`src/rtl/rxd_pkg.sv`:
```
package rxd_pkg;
  localparam int LANE_W       = 8;
  localparam int BEAT_W       = 2 * LANE_W;
  localparam int REP_LOG2_MAX = 4;

  typedef enum logic [2:0] {
    SPD_S100  = 3'd0,
    SPD_S200  = 3'd1,
    SPD_S400  = 3'd2,
    SPD_S800  = 3'd3,
    SPD_S1600 = 3'd4,
    SPD_S3200 = 3'd5
  } speed_e;

  typedef enum logic [2:0] {
    PH_REST, PH_DON1, PH_STAT, PH_DON2, PH_CODE, PH_DATA, PH_TAIL
  } phase_e;

  localparam logic [LANE_W-1:0] DATA_ON_BYTE = 8'hFF;

  function automatic logic [LANE_W-1:0] speed_code(speed_e s, logic legacy);
    case (s)
      SPD_S100:  return legacy ? 8'h00 : 8'h01;
      SPD_S200:  return legacy ? 8'h04 : 8'h05;
      SPD_S400:  return legacy ? 8'h08 : 8'h09;
      SPD_S800:  return 8'h0D;
      SPD_S1600: return 8'h0F;
      default:   return 8'h0B;
    endcase
  endfunction

  // clocks each byte occupies on the low lane
  function automatic logic [REP_LOG2_MAX:0] speed_reps(speed_e s);
    case (s)
      SPD_S100: return 5'd16;
      SPD_S200: return 5'd8;
      SPD_S400: return 5'd4;
      SPD_S800: return 5'd2;
      default:  return 5'd1;
    endcase
  endfunction
endpackage

```
`src/rtl/rxd_seq.sv`:
```
module rxd_seq
  import rxd_pkg::*;
(
  input  logic              clk,
  input  logic              rst_n,
  input  logic              link_owns,
  input  logic              hdr_valid,
  output logic              hdr_ready,
  input  speed_e            hdr_speed,
  input  logic              hdr_legacy,
  input  logic              hdr_has_stat,
  input  logic [LANE_W-1:0] hdr_stat,
  input  logic              in_valid,
  output logic              in_ready,
  input  logic [BEAT_W-1:0] in_data,
  input  logic              in_pair,
  input  logic              in_last,
  output phase_e            phase,
  output speed_e            cur_speed,
  output logic              cur_legacy,
  output logic [LANE_W-1:0] cur_stat,
  output logic [LANE_W-1:0] cur_lo,
  output logic [LANE_W-1:0] cur_hi,
  output logic              cur_pair
);
  logic                    has_stat_q;
  logic                    last_q;
  logic [REP_LOG2_MAX-1:0] cnt_q;
  logic [REP_LOG2_MAX:0]   reps;
  logic                    slot_end;
  logic                    hdr_fire;
  logic                    wide;

  assign reps      = speed_reps(cur_speed);
  assign slot_end  = ({1'b0, cnt_q} == reps - 1'b1);
  assign wide      = (cur_speed == SPD_S3200);
  assign hdr_ready = (phase == PH_REST) && !link_owns;
  assign hdr_fire  = hdr_valid && hdr_ready;
  assign in_ready  = (phase == PH_CODE) ||
                     ((phase == PH_DATA) && slot_end && !last_q);

  always_ff @(posedge clk or negedge rst_n) begin
    if (!rst_n) begin
      phase      <= PH_REST;
      cur_speed  <= SPD_S100;
      cur_legacy <= 1'b0;
      cur_stat   <= '0;
      has_stat_q <= 1'b0;
      cur_lo     <= '0;
      cur_hi     <= '0;
      cur_pair   <= 1'b0;
      last_q     <= 1'b0;
      cnt_q      <= '0;
    end else begin
      case (phase)
        PH_REST: if (hdr_fire) begin
          cur_speed  <= hdr_speed;
          cur_legacy <= hdr_legacy;
          cur_stat   <= hdr_stat;
          has_stat_q <= hdr_has_stat;
          phase      <= PH_DON1;
        end
        PH_DON1: phase <= has_stat_q ? PH_STAT : PH_CODE;
        PH_STAT: phase <= PH_DON2;
        PH_DON2: phase <= PH_CODE;
        PH_CODE, PH_DATA: begin
          if (phase == PH_DATA && !slot_end) begin
            cnt_q <= cnt_q + 1'b1;
          end else if (in_ready && in_valid) begin
            cur_lo   <= in_data[LANE_W-1:0];
            cur_pair <= in_pair && wide;
            cur_hi   <= (in_pair && wide) ? in_data[BEAT_W-1:LANE_W] : '0;
            last_q   <= in_last;
            cnt_q    <= '0;
            phase    <= PH_DATA;
          end else begin
            phase <= PH_TAIL;
          end
        end
        default: phase <= PH_REST;
      endcase
    end
  end


  src_underrun_chk: assert property (@(posedge clk) disable iff (!rst_n)
    in_ready |-> in_valid);


  hdr_busy_chk: assert property (@(posedge clk) disable iff (!rst_n)
    (hdr_valid && hdr_ready) |=> !hdr_ready);
endmodule

```
`src/rtl/rxd_fmt.sv`:
```
module rxd_fmt
  import rxd_pkg::*;
(
  input  phase_e            phase,
  input  speed_e            cur_speed,
  input  logic              cur_legacy,
  input  logic [LANE_W-1:0] cur_stat,
  input  logic [LANE_W-1:0] cur_lo,
  input  logic [LANE_W-1:0] cur_hi,
  input  logic              cur_pair,
  input  logic              link_owns,
  output logic [1:0]        ctl_o,
  output logic [LANE_W-1:0] lo_o,
  output logic              lo_oe,
  output logic [LANE_W-1:0] hi_o,
  output logic              hi_oe,
  output logic              hv_o
);
  logic wide;
  assign wide = (cur_speed == SPD_S3200);

  always_comb begin
    ctl_o = 2'b00;
    lo_o  = '0;
    hi_o  = '0;
    hv_o  = 1'b0;
    lo_oe = !((phase == PH_REST) && link_owns);
    hi_oe = wide && (phase != PH_REST);
    case (phase)
      PH_DON1, PH_DON2: begin ctl_o = 2'b10; lo_o = DATA_ON_BYTE; end
      PH_STAT:          begin ctl_o = 2'b01; lo_o = cur_stat; end
      PH_CODE:          begin ctl_o = 2'b10; lo_o = speed_code(cur_speed, cur_legacy); end
      PH_DATA: begin
        ctl_o = 2'b10;
        lo_o  = cur_lo;
        hi_o  = cur_hi;
        hv_o  = cur_pair;
      end
      default: ;
    endcase
  end
endmodule

```
`src/rtl/rx_lane_driver.sv`:
```
module rx_lane_driver
  import rxd_pkg::*;
(
  input  logic              clk,
  input  logic              rst_n,
  input  logic              link_owns,
  input  logic              hdr_valid,
  output logic              hdr_ready,
  input  logic [2:0]        hdr_speed,
  input  logic              hdr_legacy,
  input  logic              hdr_has_stat,
  input  logic [LANE_W-1:0] hdr_stat,
  input  logic              in_valid,
  output logic              in_ready,
  input  logic [BEAT_W-1:0] in_data,
  input  logic              in_pair,
  input  logic              in_last,
  output logic [1:0]        ctl_o,
  output logic [LANE_W-1:0] lo_o,
  output logic              lo_oe,
  output logic [LANE_W-1:0] hi_o,
  output logic              hi_oe,
  output logic              hv_o
);
  phase_e            phase;
  speed_e            cur_speed;
  logic              cur_legacy;
  logic [LANE_W-1:0] cur_stat;
  logic [LANE_W-1:0] cur_lo;
  logic [LANE_W-1:0] cur_hi;
  logic              cur_pair;

  rxd_seq i_seq (
    .clk          (clk),
    .rst_n        (rst_n),
    .link_owns    (link_owns),
    .hdr_valid    (hdr_valid),
    .hdr_ready    (hdr_ready),
    .hdr_speed    (speed_e'(hdr_speed)),
    .hdr_legacy   (hdr_legacy),
    .hdr_has_stat (hdr_has_stat),
    .hdr_stat     (hdr_stat),
    .in_valid     (in_valid),
    .in_ready     (in_ready),
    .in_data      (in_data),
    .in_pair      (in_pair),
    .in_last      (in_last),
    .phase        (phase),
    .cur_speed    (cur_speed),
    .cur_legacy   (cur_legacy),
    .cur_stat     (cur_stat),
    .cur_lo       (cur_lo),
    .cur_hi       (cur_hi),
    .cur_pair     (cur_pair)
  );

  rxd_fmt i_fmt (
    .phase      (phase),
    .cur_speed  (cur_speed),
    .cur_legacy (cur_legacy),
    .cur_stat   (cur_stat),
    .cur_lo     (cur_lo),
    .cur_hi     (cur_hi),
    .cur_pair   (cur_pair),
    .link_owns  (link_owns),
    .ctl_o      (ctl_o),
    .lo_o       (lo_o),
    .lo_oe      (lo_oe),
    .hi_o       (hi_o),
    .hi_oe      (hi_oe),
    .hv_o       (hv_o)
  );


  dataon_after_accept_chk: assert property (@(posedge clk) disable iff (!rst_n)
    (hdr_valid && hdr_ready) |=> (ctl_o == 2'b10 && lo_o == 8'hFF && lo_oe));


  narrow_hi_off_chk: assert property (@(posedge clk) disable iff (!rst_n)
    (hdr_valid && hdr_ready && hdr_speed != 3'd5) |=> !hi_oe);


  hi_rise_chk: assert property (@(posedge clk) disable iff (!rst_n)
    $rose(hi_oe) |-> (ctl_o == 2'b10 && lo_o == 8'hFF));


  hv_in_data_chk: assert property (@(posedge clk) disable iff (!rst_n)
    hv_o |-> (ctl_o == 2'b10 && hi_oe));
endmodule

```
`config.mk`:
```
export PLATFORM = sky130hd
export DESIGN_NAME = rx_lane_driver
export DESIGN_NICKNAME = d
export VERILOG_FILES = /design/src/rtl/rxd_pkg.sv /design/src/rtl/rxd_seq.sv /design/src/rtl/rxd_fmt.sv /design/src/rtl/rx_lane_driver.sv
export SDC_FILE = /design/constraint.sdc
export NUM_CORES = 1
export LEC_CHECK = 0
export ABC_AREA = 1
export BUFFER_PORTS_ARGS = -buffer_cell sky130_fd_sc_hd__buf_2
export CAP_MARGIN = 10
export CORE_MARGIN = 5
export CORE_UTILIZATION = 39
export DETAILED_ROUTE_END_ITERATION = 10
export GPL_TIMING_DRIVEN = 0
export MAX_ROUTING_LAYER = met4
export PLACE_DENSITY_LB_ADDON = 0.3
export SETUP_SLACK_MARGIN = 0.05
export SYNTH_ARGS = -nofsm -noshare
export SYNTH_HDL_FRONTEND = slang
export SYNTH_SLANG_ARGS = --single-unit
```
`constraint.sdc`:
```
create_clock -name clk -period 1.7 [get_ports clk]
set_clock_uncertainty 0.05 [all_clocks]
set_input_delay 0.085 -clock clk [delete_from_list [all_inputs] [get_ports clk]]
set_output_delay 0.085 -clock clk [all_outputs]
set_load 0.05 [all_outputs]
```
==> results of run 1 <==
-- layout by cell type (no fill, tap or decap), types with 3 or more instances in the layout --
cell	Yosys	routed
sky130_fd_sc_hd__nor2_2	4	5
sky130_fd_sc_hd__nand3_1	5	4
sky130_fd_sc_hd__buf_4	2	20
sky130_fd_sc_hd__inv_1	32	25
sky130_fd_sc_hd__o21ai_1	0	14
sky130_fd_sc_hd__nand2_2	1	18
sky130_fd_sc_hd__inv_2	2	7
sky130_fd_sc_hd__buf_2	0	38
sky130_fd_sc_hd__nor2_1	21	5
sky130_fd_sc_hd__inv_4	0	5
sky130_fd_sc_hd__o2111ai_2	0	3
sky130_fd_sc_hd__buf_8	0	6
sky130_fd_sc_hd__nor2_4	0	15
sky130_fd_sc_hd__buf_6	2	11
sky130_fd_sc_hd__dfrtp_1	38	34
sky130_fd_sc_hd__o211ai_1	4	4
sky130_fd_sc_hd__dlygate4sd3_1	0	31
sky130_fd_sc_hd__dfrtp_2	0	4
sky130_fd_sc_hd__o21ai_0	17	3
sky130_fd_sc_hd__clkbuf_8	0	6
sky130_fd_sc_hd__nand2_1	102	83
-- per-layer routing --
metal	track usage (%)	vias up	part of all wire, %
met5	-	-	0
met4	5.74	0	1.4
met3	3.92	8	4.4
met2	31.9	53	53
met1	21.7	915	41
li1	-	990	-
-- sequential cells by signal (all words and copies together) (netlist names) --
name              cells
i_seq.last_q          1
i_seq.has_stat_q      1
i_seq.cnt_q           4
i_seq.cur_speed       3
i_seq.cur_legacy      1
i_seq.cur_lo          8
i_seq.cur_pair        1
i_seq.cur_hi          8
i_seq.phase           3
i_seq.cur_stat        8
-- critical path, delay by kind of cell, from the launching register on --
family	cells	cell delay, ps
flops	1	470
simple gates	6	600
buf+inv	2	210
-- layout make-up --
class / count / area (sq um) / share of cell area (%)
Multi-Input combinational cell: 171 / 1000 / 31.3
Timing Repair inverter: 1 / 6.26 / 0.195
Buffer: 4 / 52.6 / 1.64
Inverter: 37 / 154 / 4.80
Clock buffer: 7 / 86.3 / 2.69
Sequential cell: 38 / 956 / 29.8
Clock inverter: 1 / 5.00 / 0.156
Timing Repair Buffer: 104 / 862 / 26.9
Tap cell: 67 / 83.8 / 2.61
-- power groups by stage --
stage                     combinational (W)  clock (W)  sequential [W]
after floorplan                     0.00227          0         0.00149
final                               0.00376   0.000642         0.00165
after global placement              0.00279          0         0.00156
after CTS                           0.00339   0.000653         0.00160
after global routing                0.00408   0.000676         0.00169
after detailed placement            0.00283          0         0.00156
-- logic make-up (layout without fill, tap and decap cells) --
kind of cell / after synthesis / after routing / synth area share, %
and+or+nand+nor: 136 / 136 / 29.2
buffers and inverters: 41 / 154 / 9.27
DFF: 38 / 38 / 49.6
AOI/OAI and AO/OA: 31 / 31 / 9.92
xor gates and xnor gates: 3 / 3 / 1.37
adders and majority gates: 1 / 1 / 0.653
-- repair_timing --
action                                  CTS  global route
buffers inserted                          8             5
hold buffers                             31             0
pin swaps                                 7            12
resized for setup                        51            46
hold endpoints to repair                 68             0
gates cloned                              0             3
endpoints found under the setup margin   39            57
-- per-stage QoR --
stage | cell area [sq um] | TNS [ps] | worst slack (ps) | utilization [%]
3_3_place_gp | 2380 | -1170 | -146 | 50.1
4_1_cts | 2980 | 0 | 12.5 | 62.7
5_1_grt | 3210 | -2110 | -82.1 | 67.5
6_report | 3210 | -10.3 | -10.3 | 67.5
2_1_floorplan | 2010 | -1800 | -310 | -
3_5_place_dp | 2380 | -1400 | -179 | 50.1
-- path summary, 6_finish.rpt --
check | from | to
worst max-delay path | i_seq.cur_speed[2]$_DFFE_PN0P_ | in_ready
worst min-delay path | hdr_valid | i_seq.cur_speed[1]$_DFFE_PN0P_
worst max register to register | i_seq.cur_speed[2]$_DFFE_PN0P_ | i_seq.cur_hi[1]$_DFFE_PN0P_
worst min register to register | i_seq.cur_hi[4]$_DFFE_PN0P_ | i_seq.cur_hi[4]$_DFFE_PN0P_
max in group asynchronous | rst_n | i_seq.phase[2]$_DFFE_PN0P_
min in group asynchronous | rst_n | i_seq.cur_lo[6]$_DFFE_PN0P_
==> metrics.md, run 1 <==
| Metric | Value |
|---|---|
| Worst IR drop on VDD | 0.894 mV |
| Most common cell type on the critical path | sky130_fd_sc_hd__nand2_1 |
| Summed instance area of the synthesized netlist | 1920 sq um |
| Sequential share of power | 27.2% |
| Vias in the first global route | 2021 |
| Number of stages on the worst hold path | 4 |
| Max-cap viol count | 0 |
| Total setup violations reported at the end of the flow | 1 |
| Boundary pin count | 59 |
| Remaining Overflow, GRT | 0 |
| Number of nets in the final layout | 399 |
| Port buffer count | 58 |
| Unrepaired setup endpoints after global routing | yes |
| Width of the die | 80.1 um |
| Part of the power in the clock network | 10.6% |
| Fraction of final layout cells sized beyond drive strength 1 | 41.9% |
| Dominant cell by count in the synthesized netlist | sky130_fd_sc_hd__nand2_1 |
| Main flop type after synthesis | sky130_fd_sc_hd__dfrtp_1 |
| Die extent in y | 80.1 um |
| Final GP Congestion | 0.831 |
| FF-to-FF path depth | 11 |
| Ratio of final minimum period to clock period | 101% |
| Hold violation count in the final report | 0 |
| Remaining routing DRC violations | 0 |
| Tightest Hold Check Type | in -> reg |
| Maximum number of pins on one net before global-route repair | 39 |
| Time the worst path needs with I/O delays and setup | 1710 ps |
| Main area contributors after synthesis | sky130_fd_sc_hd__dfrtp_1 (50%), sky130_fd_sc_hd__nand2_1 (20%), sky130_fd_sc_hd__inv_1 (6.3%), sky130_fd_sc_hd__o21ai_0 (4.4%), sky130_fd_sc_hd__nor2_1 (4.1%) |
| Cell Count, Final, Fillers Out | 430 |
| Number of buffers added by the clock tree synthesis step | 5 |
| Post-layout power | 0.00605 W |
| Register bit count reported by yosys | 38 |
| Routed Antenna Nets | 0 |
| Hold slack | 64.3 ps |
| Cell Chain, Critical Path | nor2_4 > inv_2 > nand2_1 > nand2_1 > nor2_2 > nand3_2 > nand2_4 > buf_8 |
| Worst setup slack for register-to-register paths | 10 ps |
| Pins over their slew limit | 0 |
| Worst endpoint required time | 1560 ps |
| Worst slew margin | 41.8% |
| Overall track demand over capacity in global routing | 18.5% |
| Number of antenna violations at the first check in global routing | 0 |
| Placed Cells | 375 |
| Status | complete, but fails checks |
| Global-route wire length before repair | 9050 um |
| TritonRoute pass-1 iters | 5 |
| Clock H-tree levels | 2 |
| Cell with the biggest individual delay on the critical path | sky130_fd_sc_hd__dfrtp_2 |
| Die area | 6420 sq um |
| Layout Area Growth over Synthesis | 67.4% |
| Switching Fraction | 49.7% |
| Core outline area | 4750 sq um |
| Max Freq | 585 MHz |
| Crit Path Class | reg -> out |
| Post-Synthesis Net Count | 287 |
| CP max FO | 4 |
| Total power per unit cell area | 1880 nW/um^2 |
| Cell at the root of the clock tree | sky130_fd_sc_hd__clkbuf_8 |
| Row cnt | 25 |
| EDFF count, synth | 0 |
| Arrival time of data at the critical path endpoint | 1580 ps |
| Initial core utilization | 40.3% |
| Number of fill cells | 394 |
| Failing checks | setup timing |
| Total wirelength of the detailed-routed design | 5880 um |
| Count of yosys warnings during synthesis | 0 |
| Slew of the pin with the lowest slew margin | 872 ps |
| Skew-Pair Late Insertion Delay | 290 ps |
| Num Clock Sinks | 38 |
| Startpoint Class | register |
| Share of flip-flops with an asynchronous set or reset | 100% |
| Cell Int Power | 0.00304 W |
| Biggest cell delay along the critical path | 470 ps |
| Critical Path End Type | primary output |
| Maximum root-to-sink buffer count | 2 |
| Leakage power figure | 1.59 nW |
| Post-synthesis cell type with the largest combined area | sky130_fd_sc_hd__dfrtp_1 |
| Leading post-synthesis cells by instance count | sky130_fd_sc_hd__nand2_1 (102), sky130_fd_sc_hd__dfrtp_1 (38), sky130_fd_sc_hd__inv_1 (32) |
| Diode count | 0 |
| Vias post-DR | 1966 |
| Logic gate share of total power | 62.2% |
| Count of unique library cells instantiated by Yosys | 25 |
| Switching power of the nets | 0.00300 W |
| Share of synthesized area occupied by flip-flops and latches | 49.6% |
| Clock tree from TritonCTS | yes |
| Synthesized instance count | 250 |
| Wire per inst | 13.7 um |
| Mean cell area of the mapped netlist | 7.67 sq um |
| Proportion of netlist area held by the largest area contributor | 49.6% |
| Avg Vias per Cell | 4.57 |
| Post-route setup slack | -10.3 ps |
| Detailed router's first-iteration violation count | 86 |
| HPWL after DPL | 3530 um |
| Clock transition at the registers of the reported paths | 70 ps |
Power figures use the tool's default switching activity.
==> run 2: changes to the inputs <==
Settings changed: PLACE_DENSITY set to 0.75, PLACE_DENSITY_LB_ADDON 0.3 to not set, SLEW_MARGIN set to 20.
==> metrics.md, run 2 (synthesized netlist as in run 1, its figures left out) <==
| Metric | Value |
|---|---|
| Port buffer count | 58 (unchanged) |
| Startpoint of the lowest-slack register-to-register path | i_seq.cur_speed[1]$_DFFE_PN0P_ |
| Wire per inst | 15.3 um (+12%) |
| Diode count | 0 (unchanged) |
| Time the worst path needs with I/O delays and setup | 1830 ps (+123 ps) |
| Top Registers | i_seq.cur_hi (8), i_seq.cur_lo (8), i_seq.cur_stat (8) |
| Tightest Hold Check Type | in -> reg |
| Skew-Pair Late Insertion Delay | 300 ps (about the same) |
| Initial core utilization | 40.3% (unchanged) |
| Die extent in y | 80.1 um (unchanged) |
| Cell at the root of the clock tree | sky130_fd_sc_hd__clkbuf_8 |
| Width of the die | 80.1 um (unchanged) |
| Top layer in use | met4 |
| Leakage power figure | 1.62 nW (+2.0%) |
| Hold Crit Start | hdr_valid |
| HPWL after DPL | 3430 um (-2.8%) |
| Worst slew margin | 42.5% (+0.70 points) |
| Worst endpoint required time | 1560 ps (about the same) |
| Hold violation count in the final report | 0 (unchanged) |
| Number of buffers added by the clock tree synthesis step | 5 (unchanged) |
| Detailed router's first-iteration violation count | 230 (+170%) |
| Worst IR drop on VDD | 1.06 mV (+19%) |
| Status | complete, but fails checks |
| Unrepaired setup endpoints after global routing | yes |
| Summed area of non-filler cells in the final layout | 3320 sq um (+3.6%) |
| Part of the power in the clock network | 10.3% (-0.3 points) |
| Clock H-tree levels | 2 (unchanged) |
| Worst setup slack for register-to-register paths | -90 ps (-100 ps) |
| Slew of the pin with the lowest slew margin | 862 ps (-10.6 ps) |
| Number of fill cells | 319 (-19%) |
| Number of stages on the worst hold path | 4 (unchanged) |
| Routed Antenna Nets | 0 (unchanged) |
| Critical Path End Type | primary output |
| Layout Utilization | 69.9% (+2.4 points) |
| Maximum number of pins on one net before global-route repair | 39 (unchanged) |
| Vias post-DR | 2121 (+7.9%) |
| WL met2 | 3230 um (+3.4%) |
| Number of antenna violations at the first check in global routing | 0 (unchanged) |
| Final GP Congestion | 0.805 (-3.0%) |
| Overall track demand over capacity in global routing | 18.1% (-0.39 points) |
| Clock transition at the registers of the reported paths | 80 ps (about the same) |
| Total power per unit cell area | 1930 nW/um^2 (+2.2%) |
| Reg2reg end | i_seq.cur_lo[3]$_DFFE_PN0P_ |
| Detail Route met3 WL | 413 um (+58%) |
| Most frequent standard cell in the layout excluding fill and tap cells | sky130_fd_sc_hd__nand2_1 |
| Logic gate share of total power | 63.5% (+1.3 points) |
| Failing checks | setup timing |
| Arrival time of data at the critical path endpoint | 1700 ps (+120 ps) |
| Fraction of final layout cells sized beyond drive strength 1 | 45.0% (+3.2 points) |
| Hold worst-path end | i_seq.cur_stat[1]$_DFFE_PN0P_ |
| Maximum root-to-sink buffer count | 2 (unchanged) |
| Num Clock Sinks | 38 (unchanged) |
| Global-route wire length before repair | 8750 um (-3.3%) |
| M1 WL | 2680 um (+11%) |
| Boundary pin count | 59 (unchanged) |
| Total setup violations reported at the end of the flow | 31 (+30) |
| Storage cell area | 955 sq um (-0.13%) |
| Crit Path Class | reg -> out |
| Startpoint Class | register |
| Cell Int Power | 0.00312 W (+2.6%) |
| FF-to-FF path depth | 11 (unchanged) |
| Row cnt | 25 (unchanged) |
| Pins over their slew limit | 0 (unchanged) |
| Layout Area Growth over Synthesis | 73.4% |
| Clock tree from TritonCTS | yes |
| Leading cell types in the layout, fill and taps excluded | sky130_fd_sc_hd__nand2_1 (70), sky130_fd_sc_hd__buf_2 (37), sky130_fd_sc_hd__dfrtp_1 (35) |
| Sequential share of power | 26.1% (-1.1 points) |
| Vias in the first global route | 1892 (-6.4%) |
| Ratio of final minimum period to clock period | 108% (+7.3 points) |
| CP max FO | 5 (+1) |
| Remaining routing DRC violations | 0 (unchanged) |
| Number of nets in the final layout | 398 (-0.25%) |
| Switching power of the nets | 0.00328 W (+9.1%) |
| Post-layout power | 0.00640 W (+5.8%) |
| Setup TNS | -1780 ps (-1770 ps) |
| Core outline area | 4750 sq um (unchanged) |
| TritonRoute pass-1 iters | 4 (-1) |
| Max Freq | 545 MHz (-6.7%) |
| Placed cell area | 2380 sq um (unchanged) |
| Worst setup slack before clock tree synthesis | -179 ps (-0.368 ps) |
| Max-cap viol count | 0 (unchanged) |
| Remaining Overflow, GRT | 0 (unchanged) |
| Avg Vias per Cell | 4.94 (+8.1%) |
| Switching Fraction | 51.2% (+1.5 points) |
| Die area | 6420 sq um (unchanged) |
| Post-route setup slack | -134 ps (-123 ps) |
| Area of combinational cells with multiple inputs | 1100 sq um (+10%) |
| Total wirelength of the detailed-routed design | 6540 um (+11%) |
[run 2: cell types whose count changed in the layout (fill, tap and decap cells not counted), sizes merged]
cell / change
nand2: +1
clkbuf: +1
buf: -4
clkinvlp: +1
[run 2: critical path, stage by stage, from the launching register on]
cell                      delay [ps]
sky130_fd_sc_hd__dfrtp_2         460
sky130_fd_sc_hd__nor2_4          160
sky130_fd_sc_hd__inv_2            70
sky130_fd_sc_hd__nand2_2          70
sky130_fd_sc_hd__nand2_2          60
sky130_fd_sc_hd__nor2_4          130
sky130_fd_sc_hd__nand3_2         120
sky130_fd_sc_hd__nand2_4         160
sky130_fd_sc_hd__buf_8           160
[run 2: timing repair]
item | in CTS | in global routing
gates resized for setup | 54 | 74
buffers inserted | 8 | 3
hold buffers | 31 | 0
pin swaps | 6 | 24
endpoints found under the hold margin | 68 | 0
cloned | 0 | 4
setup endpoints to repair | 48 | 59
[run 2: routing by layer]
layer / up-vias / GRT usage (%)
li1: 986 / -
met1: 1015 / 23.9
met3: 22 / 3.92
met5: - / -
met4: 0 / 7.94
met2: 98 / 26.9
[run 2: area by class of cell]
| type | instances | share of cell area (%) |
|---|---|---|
| Multi-Input combinational cell | 172 | 33.2 |
| Sequential cell | 38 | 28.7 |
| Timing Repair Buffer | 102 | 26.2 |
| Inverter | 37 | 4.70 |
| Tap cell | 67 | 2.52 |
| Clock buffer | 6 | 2.48 |
| Buffer | 4 | 1.58 |
| Clock inverter | 2 | 0.376 |
| Timing Repair inverter | 1 | 0.188 |
[run 2: worst max path at each step]
stage,slack [ps],from,cells past startpoint,end
2_1_floorplan,-310,i_seq.phase[0]$_DFFE_PN0P_,5,lo_o[4]
3_3_place_gp,-150,i_seq.phase[1]$_DFFE_PN0P_,6,hi_o[1]
3_5_place_dp,-180,i_seq.phase[1]$_DFFE_PN0P_,6,hi_o[3]
4_1_cts,-10,i_seq.phase[2]$_DFFE_PN0P_,5,lo_o[3]
5_1_grt,-180,i_seq.cur_speed[1]$_DFFE_PN0P_,8,in_ready
6_report,-130,i_seq.cur_speed[1]$_DFFE_PN0P_,8,in_ready
[run 2: power by group through the flow]
stage / Sequential [W] / Combinational (W) / Clock [W]
final: 0.00167 / 0.00407 / 0.000660
after global routing: 0.00172 / 0.00431 / 0.000707
after CTS: 0.00156 / 0.00338 / 0.000670
after detailed placement: 0.00156 / 0.00283 / 0
after global placement: 0.00155 / 0.00279 / 0
after floorplan: 0.00149 / 0.00227 / 0
[run 2: stage by stage]
step,hold slack (ps),instances
2_1_floorplan,-261,250
3_3_place_gp,194,375
3_5_place_dp,197,375
4_1_cts,60.0,422
5_1_grt,81.8,429
6_report,67.0,429
